[config.mk]
export PLATFORM = sky130hd
export DESIGN_NAME = iso_cycle_monitor
export DESIGN_NICKNAME = d
export VERILOG_FILES = /design/src/rtl/iso_mon_pkg.sv /design/src/rtl/iso_cycle_timer.sv /design/src/rtl/iso_cycle_fsm.sv /design/src/rtl/iso_cycle_monitor.sv
export SDC_FILE = /design/constraint.sdc
export NUM_CORES = 1
export LEC_CHECK = 0
export ABC_AREA = 1
export CORE_AREA = 2 2 107 109
export CTS_BUF_LIST = sky130_fd_sc_hd__clkbuf_8
export DETAILED_ROUTE_END_ITERATION = 12
export DIE_AREA = 0 0 109 111
export DONT_BUFFER_PORTS = 1
export GPL_TIMING_DRIVEN = 0
export PLACE_DENSITY = 0.4
export SLEW_MARGIN = 20
export SYNTH_ARGS = -nofsm -noshare
export SYNTH_HDL_FRONTEND = slang
export SYNTH_SLANG_ARGS = --single-unit
[constraint.sdc]
create_clock -name clk -period 2.8 [get_ports clk]
set_input_delay 0.42 -clock clk [delete_from_list [all_inputs] [get_ports clk]]
set_output_delay 0.42 -clock clk [all_outputs]
set_load 0.01 [all_outputs]
[src/rtl/iso_mon_pkg.sv]
`timescale 1ns/1ps
package iso_mon_pkg;
    typedef enum logic [1:0] {
        ST_FIRST  = 2'd0,
        ST_AWAIT  = 2'd1,
        ST_ACTIVE = 2'd2,
        ST_QUIET  = 2'd3
    } cyc_state_t;
endpackage

[src/rtl/iso_cycle_timer.sv]
`timescale 1ns/1ps
module iso_cycle_timer #(
    parameter int OFF_LEN     = 3072,
    parameter int CYC_PER_SEC = 8000,
    parameter int OFF_W       = 12,
    parameter int CNT_W       = 13,
    parameter int SEC_W       = 7
) (
    input  logic             clk,
    input  logic             rst_n,
    input  logic             tick_en_i,
    output logic [SEC_W-1:0] sec_o,
    output logic [CNT_W-1:0] cnt_o,
    output logic             wrap_o,
    output logic             sec_roll_o
);
    localparam logic [OFF_W-1:0] OFF_LAST = OFF_W'(OFF_LEN - 1);
    localparam logic [CNT_W-1:0] CNT_LAST = CNT_W'(CYC_PER_SEC - 1);
    localparam int               LOW_W    = SEC_W - 1;

    logic [OFF_W-1:0] off_q;
    logic [CNT_W-1:0] cnt_q;
    logic [SEC_W-1:0] sec_q;

    // offset wrap marks the start of a new isochronous cycle
    always_comb begin
        wrap_o     = tick_en_i && (off_q == OFF_LAST);
        sec_roll_o = wrap_o && (cnt_q == CNT_LAST) && (&sec_q[LOW_W-1:0]);
    end

    always_ff @(posedge clk or negedge rst_n) begin
        if (!rst_n) begin
            off_q <= '0;
            cnt_q <= '0;
            sec_q <= '0;
        end else if (tick_en_i) begin
            if (off_q == OFF_LAST) begin
                off_q <= '0;
                if (cnt_q == CNT_LAST) begin
                    cnt_q <= '0;
                    sec_q <= sec_q + 1'b1;
                end else begin
                    cnt_q <= cnt_q + 1'b1;
                end
            end else begin
                off_q <= off_q + 1'b1;
            end
        end
    end

    assign sec_o = sec_q;
    assign cnt_o = cnt_q;
endmodule

[src/rtl/iso_cycle_fsm.sv]
`timescale 1ns/1ps
module iso_cycle_fsm
    import iso_mon_pkg::*;
#(
    parameter int LONG_LIMIT = 2048
) (
    input  logic clk,
    input  logic rst_n,
    input  logic tick_en_i,
    input  logic wrap_i,
    input  logic start_i,
    input  logic master_i,
    input  logic iso_done_i,
    output logic lost_o,
    output logic long_o
);
    localparam int            EL_W    = $clog2(LONG_LIMIT + 1);
    localparam logic [EL_W-1:0] EL_LAST = EL_W'(LONG_LIMIT - 1);

    cyc_state_t      st_q, st_d;
    logic [EL_W-1:0] el_q, el_d;
    logic            lost_d, long_d;

    always_comb begin
        st_d   = st_q;
        el_d   = el_q;
        lost_d = 1'b0;
        long_d = 1'b0;
        unique case (st_q)
            ST_FIRST: begin
                if (wrap_i) begin
                    st_d = start_i ? ST_ACTIVE : ST_AWAIT;
                    el_d = '0;
                end
            end
            ST_AWAIT: begin
                if (wrap_i) begin
                    lost_d = 1'b1;
                    st_d   = start_i ? ST_ACTIVE : ST_AWAIT;
                    el_d   = '0;
                end else if (start_i) begin
                    st_d = ST_ACTIVE;
                    el_d = '0;
                end
            end
            ST_ACTIVE: begin
                if (wrap_i) begin
                    st_d = start_i ? ST_ACTIVE : ST_AWAIT;
                    el_d = '0;
                end else if (iso_done_i) begin
                    st_d = ST_QUIET;
                end else if (tick_en_i) begin
                    if (el_q == EL_LAST) begin
                        if (master_i) begin
                            long_d = 1'b1;
                            st_d   = ST_QUIET;
                        end
                    end else begin
                        el_d = el_q + 1'b1;
                    end
                end
            end
            ST_QUIET: begin
                if (wrap_i) begin
                    st_d = start_i ? ST_ACTIVE : ST_AWAIT;
                    el_d = '0;
                end
            end
            default: st_d = ST_FIRST;
        endcase
    end

    // state register
    always_ff @(posedge clk or negedge rst_n) begin
        if (!rst_n) begin
            st_q <= ST_FIRST;
            el_q <= '0;
        end else begin
            st_q <= st_d;
            el_q <= el_d;
        end
    end

    // registered event outputs
    always_ff @(posedge clk or negedge rst_n) begin
        if (!rst_n) begin
            lost_o <= 1'b0;
            long_o <= 1'b0;
        end else begin
            lost_o <= lost_d;
            long_o <= long_d;
        end
    end
endmodule

[src/rtl/iso_cycle_monitor.sv]
`timescale 1ns/1ps
module iso_cycle_monitor #(
    parameter int OFF_LEN     = 3072,
    parameter int CYC_PER_SEC = 8000,
    parameter int LONG_LIMIT  = 2048,
    parameter int OFF_W       = 12,
    parameter int CNT_W       = 13,
    parameter int SEC_W       = 7
) (
    input  logic             clk,
    input  logic             rst_n,
    input  logic             tick_en_i,
    input  logic             rx_start_i,
    input  logic [SEC_W-1:0] rx_sec_i,
    input  logic [CNT_W-1:0] rx_cnt_i,
    input  logic             tx_start_i,
    input  logic             master_i,
    input  logic             iso_done_i,
    output logic             new_cycle_o,
    output logic             sec64_o,
    output logic             cycle_lost_o,
    output logic             cycle_incons_o,
    output logic             cycle_long_o
);
    logic [SEC_W-1:0] sec_w;
    logic [CNT_W-1:0] cnt_w;
    logic             wrap_w, roll_w, start_w, mismatch_w;

    iso_cycle_timer #(
        .OFF_LEN(OFF_LEN), .CYC_PER_SEC(CYC_PER_SEC),
        .OFF_W(OFF_W), .CNT_W(CNT_W), .SEC_W(SEC_W)
    ) timer_i (
        .clk(clk), .rst_n(rst_n), .tick_en_i(tick_en_i),
        .sec_o(sec_w), .cnt_o(cnt_w),
        .wrap_o(wrap_w), .sec_roll_o(roll_w)
    );

    assign start_w    = rx_start_i | tx_start_i;
    assign mismatch_w = rx_start_i && ((rx_sec_i != sec_w) || (rx_cnt_i != cnt_w));

    iso_cycle_fsm #(
        .LONG_LIMIT(LONG_LIMIT)
    ) fsm_i (
        .clk(clk), .rst_n(rst_n), .tick_en_i(tick_en_i),
        .wrap_i(wrap_w), .start_i(start_w), .master_i(master_i),
        .iso_done_i(iso_done_i),
        .lost_o(cycle_lost_o), .long_o(cycle_long_o)
    );

    always_ff @(posedge clk or negedge rst_n) begin
        if (!rst_n) begin
            new_cycle_o    <= 1'b0;
            sec64_o        <= 1'b0;
            cycle_incons_o <= 1'b0;
        end else begin
            new_cycle_o    <= wrap_w;
            sec64_o        <= roll_w;
            cycle_incons_o <= mismatch_w;
        end
    end
endmodule

**Word-level counts from Yosys, hierarchy flattened**

Index checks and enable logic that the tools add are counted.
Widths: inputs -> output; s select.

- Register bits: 51
- Logic and storage cells: 71
- Output and inout bits: 5
- Input bits: 27

- Reduce and logical (&&, ||, !) cells: 12
- Bitwise gates (word level): 1
- Muxes and demuxes: 28
- Equality and inequality tests: 16
- Add/subtract/negate cells: 4

Operators by type and width:

| cell | number |
|---|---|
| $mux 12 | 8 |
| $pmux 12 s3 | 1 |
| $add 12x1->12 const B | 2 |
| $mux 2 | 9 |
| $add 13x1->13 const B | 1 |
| $eq 13x13->1 const B | 1 |
| $mux 13 | 1 |
| $ne 13x13->1 | 1 |
| $eq 12x11->1 const B | 1 |
| $eq 12x12->1 const B | 1 |
| $reduce_and 5->1 | 2 |
| $ne 3x3->1 const B | 3 |
| $mux 1 | 8 |
| $ne 4x4->1 const B | 2 |
| $add 7x1->7 const B | 1 |
| $ne 7x7->1 | 1 |
| $pmux 2 s3 | 1 |
| $reduce_and 6->1 | 1 |
| $eq 2x2->1 const B | 2 |
| $logic_and 1x1->1 | 4 |
| $ne 4x3->1 const B | 1 |
| $ne 3x2->1 const B | 1 |
| $reduce_and 3->1 | 1 |
| $eq 2x1->1 const B | 1 |
| other kinds (6) | 6 |

**Longest topological paths before layout**

Gate-level depths: netlist of run 1.

- Depth after elaboration: 6
- Gate-level depth with buffers: 11
- Depth with buffers taken out: 11

**By module**

A second synthesis of run 1 with hierarchy kept.

- Cells, all modules: 492
- Area total of the unflattened synthesis: 3410.8 µm²

By module, submodules not included:

| module | cells an instance | instances | seq. area each (µm²) | area each (µm²) |
|---|---|---|---|---|
| iso_cycle_timer | 236 | 1 | 800.8 | 1866.8 |
| iso_cycle_fsm | 168 | 1 | 400.4 | 1101.1 |
| iso_cycle_monitor | 88 | 1 | 75.1 | 442.9 |

**Worst setup path after synthesis of run 1**

No wires, ideal clock.

- Kind: reg-to-reg
- Start: register timer_i.cnt_q[0] (netlist: timer_i.cnt_o[0])
- End: register timer_i.sec_q[2] (netlist: timer_i.sec_o[2])
- Arrival: 1523 ps
- Cell stages (with the launch flop): 8
- Buffers on the path: 0
- Setup time: 121 ps
- Path slack: 1156 ps
- Cells stage by stage: dfrtp_1 > ha_1 > nand3_2 > nor3_1 > nand3_1 > nor2_4 > nand2_1 > xor2_1

- Word-level cells in the longest chain between the ends: 2

Ends and longest elaborated chain:

| element | line | text |
|---|---|---|
| start: declaration | iso_cycle_timer.sv:22 | `logic [CNT_W-1:0] cnt_q;` |
| start signal: assignment | iso_cycle_timer.sv:43 | `cnt_q <= cnt_q + 1'b1;` |
| $eq 13x13->1 | iso_cycle_timer.sv:39 | `if (cnt_q == CNT_LAST) begin` |
| $reduce_and 3->1 (no source line) | - |  |
| end signal: assignment | iso_cycle_timer.sv:41 | `sec_q <= sec_q + 1'b1;` |
| end: declaration | iso_cycle_timer.sv:23 | `logic [SEC_W-1:0] sec_q;` |

No other way between the ends.
A chain may end at the register's enable or synchronous reset.

**Final worst setup path of run 1**

Same ends and word-level chain as after synthesis.

==> results.yml, run 1 <==
run_status:
  outcome: "complete, no violations"
timing:
  fin_setup_tns_ns: 0
  finalClockSkew_ns: 0.007703
  setup_viol: 0
  rsz0062_at_grt: "false"
  slew-limit-headroom_pct: 68.01
  fin_crit_ns: 2.113
  worstMarginPinSlew_ns: 0.4799
  maxSlewViolCount: 0
  max_freq_mhz: 473.2
  hold_viol_final: 0
  period_share_pct: 75.47
critical_path:
  cp.required_ns: 3.03
  reg2reg_from: "timer_i.cnt_o[0]$_DFFE_PN0P_"
  r2r_end: "timer_i.sec_o[2]$_DFFE_PN0P_"
  critPathKind: "reg -> reg"
  path_max_fanout: 7
  cp.arrival_ns: 2.34
  r2r_cells: 7
  r2r_setup_slack_ns: 0.69
  startpoint_type: "flop"
  endpoint_kind: "flop"
yosys:
  yosysSeqAreaShare_pct: 39.92
  ys_top_cells_by_count: "nand2_1, dfrtp_1, nor2_1, inv_1, nand3_1"
  synth_edf_count: 0
  synth_flop_cell: "dfrtp_1"
  synth.most_common_cell: "nand2_1"
  syn_avg_cell_area_um2: 7.575
  netlist_instances: 422
  synth_top_area_cell: "dfrtp_1"
  syn-cell-area_mm2: 0.003197
  yosysWarnings: 0
  syn_nets: 456
  synthDistinctLibCells: 34
  synth_seq_cells: 51
  netlist.area_leader.share_pct: 39.92
  async_flop_share_pct: 100.0
  netlist_top_cells_area: "dfrtp_1, nand2_1, xnor2_1"
power_and_ir_drop:
  peakVddDrop_v: 0.0003491
  powerDensity_mw_per_mm2: 546.8
  p_leak_nw: 1.540
clock_tree:
  cts_tree: "yes"
  clockBufferDepth: 2
  cts_made_buffers: 5
  insertion_delay_ns: 0.33
  clock_sinks: 51
  cts-root-buf: "clkbuf_8"
  h-tree-depth: 2
  clk_pin_slew_ns: 0.10
  cts_resized: 0
die:
  initial_core_util_pct: 28.86
  die_area_mm2: 0.01210
  die_h_um: 111
  io_pins: 32
  rows: 39
  die_width_um: 109
  core_mm2: 0.01108
hold_path:
  worstHoldStart: "master_i"
  whs_path_depth: 2
  hold_path_end: "fsm_i.long_o$_DFF_PN0_"
  hold_class: "in -> reg"
layout:
  drive_gt1_share_pct: 9.028
  areaGrowthSynthToFinish_pct: 9.550
  antenna_cells: 0
  nets: 465
  fin_util_pct: 31.62
drt:
  viasPerCell: 4.803
  drt_iter0_markers: 116
  vias: 2762
  ant_nets: 0
  wl_per_cell_um: 13.25
  drt-total-wl_um: 7618
  drc: 0
  dr.pass1.iters: 4
global_routing:
  grt_pass1_wl_um: 13050
  grt_usage_pct: 13.80
  grt_max_degree: 52
  grt_overflow: 0
  grt_pass1_vias: 2711
  antenna_found_initial: 0
placement:
  io_buffers: 0
  dpl.hpwl_um: 5701
  place_congestion: 0.8034
flow_run:
  cap_viol_max_count: 0
[power by group]
group / switching [mW] / internal (mW)
registers: 0.0654 / 0.807
clock network: 0.282 / 0.175
logic: 0.380 / 0.206
total: 0.727 / 1.19
[registers in the layout, indices dropped and copies added, names as in the netlist]
register / flops
fsm_i.el_q: 12
fsm_i.long_o: 1
fsm_i.lost_o: 1
cycle_incons_o: 1
new_cycle_o: 1
fsm_i.st_q: 2
sec64_o: 1
timer_i.off_q: 12
timer_i.cnt_o: 13
timer_i.sec_o: 7
[cells in the final DEF (no fill, tap or decap)]
| cell | n |
|---|---|
| a21oi_1 | 13 |
| a41oi_1 | 1 |
| and3_1 | 1 |
| buf_16 | 1 |
| buf_2 | 2 |
| buf_4 | 1 |
| buf_6 | 3 |
| clkbuf_1 | 2 |
| clkbuf_8 | 5 |
| clkinv_2 | 1 |
| clkinvlp_4 | 2 |
| dfrtp_1 | 51 |
| dlygate4sd3_1 | 1 |
| ha_1 | 7 |
| inv_1 | 43 |
| inv_2 | 4 |
| nand2_1 | 102 |
| nand2_2 | 4 |
| nand3_1 | 29 |
| nand3_2 | 2 |
| nand3b_1 | 1 |
| nand4_1 | 23 |
| nand4_2 | 1 |
| nor2_1 | 44 |
| nor2_2 | 2 |
| nor2_4 | 4 |
| nor3_1 | 17 |
| nor3_2 | 1 |
| nor4_1 | 3 |
| o211ai_1 | 1 |
| o21a_1 | 2 |
| o21ai_0 | 10 |
| o21ai_1 | 9 |
| o21ai_2 | 3 |
| o21bai_1 | 4 |
| o22ai_1 | 1 |
| or2_2 | 3 |
| xnor2_1 | 19 |
| xor2_1 | 9 |
[worst max-delay path: stages (launching register included)]
cell     delay, ns
dfrtp_1       0.45
ha_1          0.28
nand3_2       0.15
nor3_1        0.31
nand3_1       0.29
nor2_4        0.29
nand2_1       0.10
xor2_1        0.15
[worst max-delay path by stage]
| stage | startpoint | end | slack, ns |
|---|---|---|---|
| 2_1_floorplan | timer_i.cnt_o[0]$_DFFE_PN0P_ | timer_i.sec_o[2]$_DFFE_PN0P_ | 1.16 |
| 3_3_place_gp | timer_i.cnt_o[0]$_DFFE_PN0P_ | timer_i.sec_o[2]$_DFFE_PN0P_ | 0.67 |
| 3_5_place_dp | timer_i.cnt_o[0]$_DFFE_PN0P_ | timer_i.sec_o[2]$_DFFE_PN0P_ | 0.70 |
| 4_1_cts | timer_i.cnt_o[0]$_DFFE_PN0P_ | timer_i.sec_o[2]$_DFFE_PN0P_ | 0.69 |
| 5_1_grt | timer_i.cnt_o[0]$_DFFE_PN0P_ | timer_i.sec_o[2]$_DFFE_PN0P_ | 0.36 |
| 6_report | timer_i.cnt_o[0]$_DFFE_PN0P_ | timer_i.sec_o[2]$_DFFE_PN0P_ | 0.69 |
[what timing repair did]
| item | 4_1_cts | 5_1_grt |
|---|---|---|
| hold endpoints to repair | 51 | 0 |
| setup endpoints to repair | 0 | 0 |
| hold buffers | 2 | 0 |
| setup buffers | 0 | 0 |
[layer usage]
metal | vias up | track usage (%) | wire length, um
li1 | 1409 | - | -
met1 | 1281 | 18.68 | 3817
met5 | - | 0 | 0
met4 | 0 | 6.068 | 160
met3 | 10 | 3.469 | 336
met2 | 62 | 20.62 | 3303
[through the flow]
stage,cell area (um2),worst slack (ns),cells,power (mW),hold slack [ns]
after global routing,3502,0.3624,575,2.064,0.2428
final,3502,0.6869,575,1.915,0.2307
after global placement,3376,0.6703,565,1.464,0.1265
after CTS,3502,0.6881,575,1.957,0.2148
after floorplan,3197,1.156,422,1.336,0.1244
after detailed placement,3376,0.7050,565,1.457,0.1266
[kinds of logic (layout without fill, tap and decap cells)]
logic type      count (synthesis)  in the layout  share of synthesized area, %
simple gates                  237            237                         34.36
buf+inv                        55             65                         7.358
flops                          51             51                         39.92
compound gates                 44             44                         7.945
xor+xnor                       28             28                         7.671
fa+ha+maj                       7              7                         2.740
[final cells by class]
type	count	area (um2)
multi-input combinational	316	1685
fill	1175	7575
sequential	51	1276
buffer	8	58.81
timing repair buffer	2	37.54
clock inverter	3	20.02
clock buffer	5	68.82
tap	143	178.9
inverter	47	176.4
Note: power is estimated with default switching activity, not from simulation.
==> run 2: changes to the inputs <==
==> constraint.sdc (replaced) <==
create_clock -name clk -period 2.2 [get_ports clk]
set_input_delay 0.33 -clock clk [delete_from_list [all_inputs] [get_ports clk]]
set_output_delay 0.33 -clock clk [all_outputs]
set_load 0.01 [all_outputs]
==> results.yml, run 2 (synthesized netlist as in run 1, its figures left out) <==
layout:
  areaGrowthSynthToFinish_pct: 10.41
  final_area_mm2: 0.003530
  antenna_cells: 0
  final_common_cell: "nand2_1"
  largest_register_ffs: 13
  nets: 468
  drive_gt1_share_pct: 9.885
  mostFrequentLayoutCells: "nand2_1, dfrtp_1, nor2_1"
timing:
  timing.hold.ws_ns: 0.1384
  setup_viol: 0
  fin_setup_tns_ns: 0
  maxSlewViolCount: 0
  rsz0062_at_grt: "false"
  max_freq_mhz: 509.1
  worstMarginPinSlew_ns: 0.4719
  fin_ws_ns: 0.2357
  period_share_pct: 89.29
  hold_viol_final: 0
  fin_crit_ns: 1.964
  finalClockSkew_ns: 0.008558
  slew-limit-headroom_pct: 68.54
critical_path:
  endpoint_kind: "flop"
  critPathKind: "reg -> reg"
  reg2reg_from: "timer_i.cnt_o[0]$_DFFE_PN0P_"
  cp.arrival_ns: 2.23
  crit_start: "timer_i.cnt_o[0]$_DFFE_PN0P_"
  path_max_fanout: 7
  startpoint_type: "flop"
  cp.required_ns: 2.46
power_and_ir_drop:
  peakVddDrop_v: 0.0004443
  clkPwrFrac_pct: 23.9
  power.total_mw: 2.438
  internal_power_mw: 1.512
  switchingPower_mw: 0.9263
  p_leak_nw: 1.557
  p_sw_share_pct: 37.99
  powerDensity_mw_per_mm2: 690.8
  combPwrFrac_pct: 30.5
  p_seq_share_pct: 45.5
hold_path:
  worstHoldStart: "master_i"
  hold_class: "in -> reg"
clock_tree:
  cts_tree: "yes"
  h-tree-depth: 2
  clock_sinks: 51
  insertion_delay_ns: 0.33
  clk_pin_slew_ns: 0.11
  cts-root-buf: "clkbuf_8"
  clockBufferDepth: 2
  cts_made_buffers: 5
die:
  initial_core_util_pct: 28.86
  die_width_um: 109
  die_area_mm2: 0.01210
  io_pins: 32
  die_h_um: 111
  core_mm2: 0.01108
  rows: 39
drt:
  drc: 0
  drt_iter0_markers: 109
  wl_per_cell_um: 13.21
  ant_nets: 0
  drt-total-wl_um: 7637
  vias: 2768
  viasPerCell: 4.789
  dr.pass1.iters: 4
global_routing:
  grt_pass1_vias: 2711
  grt_max_degree: 52
  grt_usage_pct: 13.80
  antenna_found_initial: 0
  grt_pass1_wl_um: 13050
  grt_overflow: 0
flow_run:
  cap_viol_max_count: 0
placement:
  dpl.hpwl_um: 5701
  place_congestion: 0.8034
  pre_cts_ws_ns: 0.1050
  io_buffers: 0
  place_area_mm2: 0.003376
run_status:
  outcome: "complete, no violations"
## run 2: cell count changes in the layout (fill, tap and decap cells not counted)
cell    delta
buf_4      +3
nor3_2     +1
nor3_1     -1
## run 2: critical path, stage by stage (launching register included)
cell,delay (ns)
dfrtp_1,0.45
ha_1,0.28
nand3_2,0.16
nor3_2,0.21
nand3_1,0.24
nor2_4,0.27
buf_4,0.15
xor2_1,0.13
## run 2: final cells by class
class,count,area [um2]
fill,1173,7547
buffer,8,58.81
timing repair buffer,5,60.06
clock buffer,5,68.82
inverter,47,176.4
clock inverter,3,20.02
sequential,51,1276
tap,143,178.9
multi-input combinational,316,1690
## run 2: final timing paths
check | end | slack, ns | depth (start not counted)
max | timer_i.sec_o[0]$_DFFE_PN0P_ | 0.24 | 7
min | fsm_i.long_o$_DFF_PN0_ | 0.14 | 2
max reg2reg | timer_i.sec_o[0]$_DFFE_PN0P_ | 0.24 | 7
min reg2reg | fsm_i.el_q[1]$_DFFE_PN0P_ | 0.52 | 2
max in group asynchronous | timer_i.off_q[0]$_DFFE_PN0P_ | 1.45 | 2
min in group asynchronous | cycle_incons_o$_DFF_PN0_ | 0.52 | 2
## run 2: stage by stage
| step | cells | utilization, % |
|---|---|---|
| 2_1_floorplan | 422 | - |
| 3_3_place_gp | 565 | 30.48 |
| 3_5_place_dp | 565 | 30.48 |
| 4_1_cts | 575 | 31.62 |
| 5_1_grt | 578 | 31.86 |
| 6_report | 578 | 31.86 |
## run 2: power groups by stage
| stage | Sequential [mW] | Clock (mW) | Combinational (mW) |
|---|---|---|---|
| after global placement | 1.13 | 0 | 0.734 |
| after floorplan | 1.11 | 0 | 0.588 |
| after CTS | 1.11 | 0.623 | 0.756 |
| final | 1.11 | 0.584 | 0.744 |
| after detailed placement | 1.13 | 0 | 0.725 |
| after global routing | 1.13 | 0.653 | 0.847 |
## run 2: layer usage
metal / routed length, um / track usage, % / vias to the layer above / part of all wire (%)
met3: 334 / 3.469 / 10 / 4.4
met5: 0 / 0 / - / 0
met4: 158 / 6.068 / 0 / 2.1
met2: 3308 / 20.62 / 61 / 43
met1: 3835 / 18.68 / 1281 / 50
li1: - / - / 1416 / -
## run 2: what timing repair did
item / 4_1_cts / 5_1_grt
resized for setup: 0 / 1
endpoints found under the hold margin: 51 / 0
hold buffers: 2 / 0
setup buffers: 0 / 3
setup endpoints to repair: 0 / 7
==> run 3: changes to the inputs <==
--- a/config.mk
+++ b/config.mk
@@ -5,11 +5,11 @@
 export SDC_FILE = /design/constraint.sdc
 export NUM_CORES = 1
 export LEC_CHECK = 0
-export ABC_AREA = 1
-export CORE_AREA = 2 2 107 109
+export ABC_AREA = 0
+export CORE_AREA = 2 2 101 103
 export CTS_BUF_LIST = sky130_fd_sc_hd__clkbuf_8
 export DETAILED_ROUTE_END_ITERATION = 12
-export DIE_AREA = 0 0 109 111
+export DIE_AREA = 0 0 103 105
 export DONT_BUFFER_PORTS = 1
 export GPL_TIMING_DRIVEN = 0
 export PLACE_DENSITY = 0.4
==> results.yml, run 3 <==
layout:
  fin_util_pct: 35.01
  nFillCells: 1052
  nets: 351
  areaGrowthSynthToFinish_pct: 17.36
  antenna_cells: 0
  multi_input_area_mm2: 0.001580
  largest_register_ffs: 13
  drive_gt1_share_pct: 15.41
  mostFrequentLayoutCells: "dfrtp_1, xor2_1, nor2_1"
  register_area_mm2: 0.001277
  final_common_cell: "dfrtp_1"
clock_tree:
  clock_sinks: 51
  h-tree-depth: 2
  clockBufferDepth: 2
  clk_pin_slew_ns: 0.10
  cts-root-buf: "clkbuf_8"
  cts_made_buffers: 5
  insertion_delay_ns: 0.31
  cts_tree: "yes"
timing:
  period_share_pct: 102.3
  max_freq_mhz: 444.2
  maxSlewViolCount: 0
  worstMarginPinSlew_ns: 0.5422
  finalClockSkew_ns: 0.007342
  slew-limit-headroom_pct: 63.55
  fin_crit_ns: 2.251
  fin_ws_ns: -0.05113
  hold_viol_final: 0
  setup_viol: 4
  rsz0062_at_grt: "true"
global_routing:
  antenna_found_initial: 0
  grt_pass1_wl_um: 11930
  grt_overflow: 0
  grt_usage_pct: 14.02
  grt_max_degree: 52
  grt_pass1_vias: 2353
die:
  rows: 36
  io_pins: 32
  die_h_um: 105
  core_mm2: 0.009639
  die_width_um: 103
  die_area_mm2: 0.01082
  initial_core_util_pct: 29.83
power_and_ir_drop:
  power.total_mw: 2.831
  combPwrFrac_pct: 32.0
  internal_power_mw: 1.887
  powerDensity_mw_per_mm2: 839.0
  p_seq_share_pct: 40.0
  clkPwrFrac_pct: 28.0
  switchingPower_mw: 0.9440
  p_leak_nw: 1.435
  peakVddDrop_v: 0.0003496
  p_sw_share_pct: 33.34
drt:
  drt_iter0_markers: 102
  ant_nets: 0
  viasPerCell: 4.989
  vias: 2250
  drc: 0
  dr.pass1.iters: 4
  drt-total-wl_um: 7021
  wl_per_cell_um: 15.57
hold_path:
  whs_path_depth: 1
  hold_path_end: "fsm_i.long_o$_DFF_PN0_"
  hold_class: "in -> reg"
  worstHoldStart: "iso_done_i"
critical_path:
  cp.arrival_ns: 2.50
  r2r_setup_slack_ns: -0.05
  r2r_cells: 7
  endpoint_kind: "flop"
  startpoint_type: "flop"
  path_max_fanout: 7
  r2r_end: "fsm_i.el_q[5]$_DFFE_PN0P_"
  cp.required_ns: 2.44
  reg2reg_from: "timer_i.off_q[1]$_DFFE_PN0P_"
  critPathKind: "reg -> reg"
yosys:
  syn_nets: 331
  synthDistinctLibCells: 46
  ys_top_cells_by_count: "dfrtp_1, nor2_1, o21ai_0, xor2_1, nand2_1"
  netlist_top_cells_area: "dfrtp_1, xor2_1, xnor2_1"
  synth.most_common_cell: "dfrtp_1"
  synth_seq_cells: 51
  syn-cell-area_mm2: 0.002875
  yosysWarnings: 0
  syn_avg_cell_area_um2: 9.681
  netlist_instances: 297
  yosysSeqAreaShare_pct: 44.39
  synth_top_area_cell: "dfrtp_1"
  synth_edf_count: 0
  async_flop_share_pct: 100.0
  synth_flop_cell: "dfrtp_1"
  netlist.area_leader.share_pct: 44.39
placement:
  place_congestion: 0.7759
  dpl.hpwl_um: 4963
  io_buffers: 0
flow_run:
  cap_viol_max_count: 0
run_status:
  outcome: "complete, but fails checks"
  violations: "setup timing"
==> run 3: timing repair <==
| action | CTS | global route |
|---|---|---|
| resized for setup | 6 | 11 |
| hold buffers | 2 | 0 |
| endpoints found under the hold margin | 51 | 0 |
| setup buffers | 9 | 2 |
| cloned | 1 | 0 |
| pin swaps | 11 | 2 |
| setup endpoints to repair | 35 | 22 |
==> run 3: worst max path at each step <==
stage	start	endpoint	slack, ns	depth (start not counted)
CTS	timer_i.off_q[1]$_DFFE_PN0P_	fsm_i.el_q[5]$_DFFE_PN0P_	-0.07	7
global placement	timer_i.off_q[0]$_DFFE_PN0P_	fsm_i.el_q[5]$_DFFE_PN0P_	-0.23	7
floorplan	timer_i.off_q[0]$_DFFE_PN0P_	fsm_i.el_q[5]$_DFFE_PN0P_	-0.009	7
global route	timer_i.off_q[1]$_DFFE_PN0P_	fsm_i.el_q[5]$_DFFE_PN0P_	-0.15	7
detailed placement	timer_i.off_q[0]$_DFFE_PN0P_	fsm_i.el_q[5]$_DFFE_PN0P_	-0.24	7
finish	timer_i.off_q[1]$_DFFE_PN0P_	fsm_i.el_q[5]$_DFFE_PN0P_	-0.05	7
==> run 3: cells by family (layout without fill, tap and decap cells) <==
logic type / count (synthesis) / count (layout) / share of synthesized area [%]
mux: 6 / 6 / 2.306
compound gates: 59 / 59 / 13.36
simple gates: 117 / 117 / 22.59
xor+xnor: 37 / 37 / 11.27
flops: 51 / 51 / 44.39
fa+ha+maj: 7 / 7 / 3.046
buf+inv: 20 / 41 / 3.046
==> run 3: area by class of cell <==
cell class	count	area share [%]
Multi-Input combinational cell	226	46.83
Sequential cell	51	37.86
Tap cell	133	4.931
Timing Repair Buffer	14	3.708
Clock buffer	5	2.039
Clock inverter	3	2.002
Buffer	8	1.409
Inverter	11	1.224
==> run 3: per-stage QoR <==
step / setup TNS [ns] / std cells / cell area, um2 / hold WS (ns) / setup WS, ns
4_1_cts: -0.1811 / 450 / 3329 / 0.06171 / -0.07325
5_1_grt: -1.261 / 451 / 3374 / 0.06033 / -0.1511
3_3_place_gp: -3.234 / 430 / 3053 / 0.03618 / -0.2327
2_1_floorplan: -0.008928 / 297 / 2887 / 0.03441 / -0.008928
6_report: -0.1265 / 451 / 3374 / 0.07593 / -0.05113
3_5_place_dp: -3.326 / 430 / 3053 / 0.03669 / -0.2397
==> run 3: critical path, cell delays in order (launching register included) <==
cell and delay [ns]:
dfrtp_1 0.41, ha_4 0.16, nand4_4 0.11, or4_4 0.45, a221o_2 0.45, buf_6 0.16
or3_4 0.32, a21oi_2 0.12
==> run 3: power by group through the flow <==
| stage | Clock, mW | Combinational (mW) | Sequential (mW) |
|---|---|---|---|
| 3_3_place_gp | 0 | 0.699 | 1.16 |
| 2_1_floorplan | 0 | 0.548 | 1.14 |
| 3_5_place_dp | 0 | 0.696 | 1.16 |
| 5_1_grt | 0.862 | 1.02 | 1.15 |
| 4_1_cts | 0.828 | 0.851 | 1.13 |
| 6_report | 0.792 | 0.905 | 1.13 |
==> run 3: routing by layer <==
layer | GRT usage, % | vias to the layer above | wire length [um]
met3 | 2.609 | 4 | 111
met4 | 2.820 | 0 | 51
met2 | 22.31 | 17 | 3311
li1 | - | 1120 | -
met5 | 0 | - | 0
met1 | 19.79 | 1109 | 3547
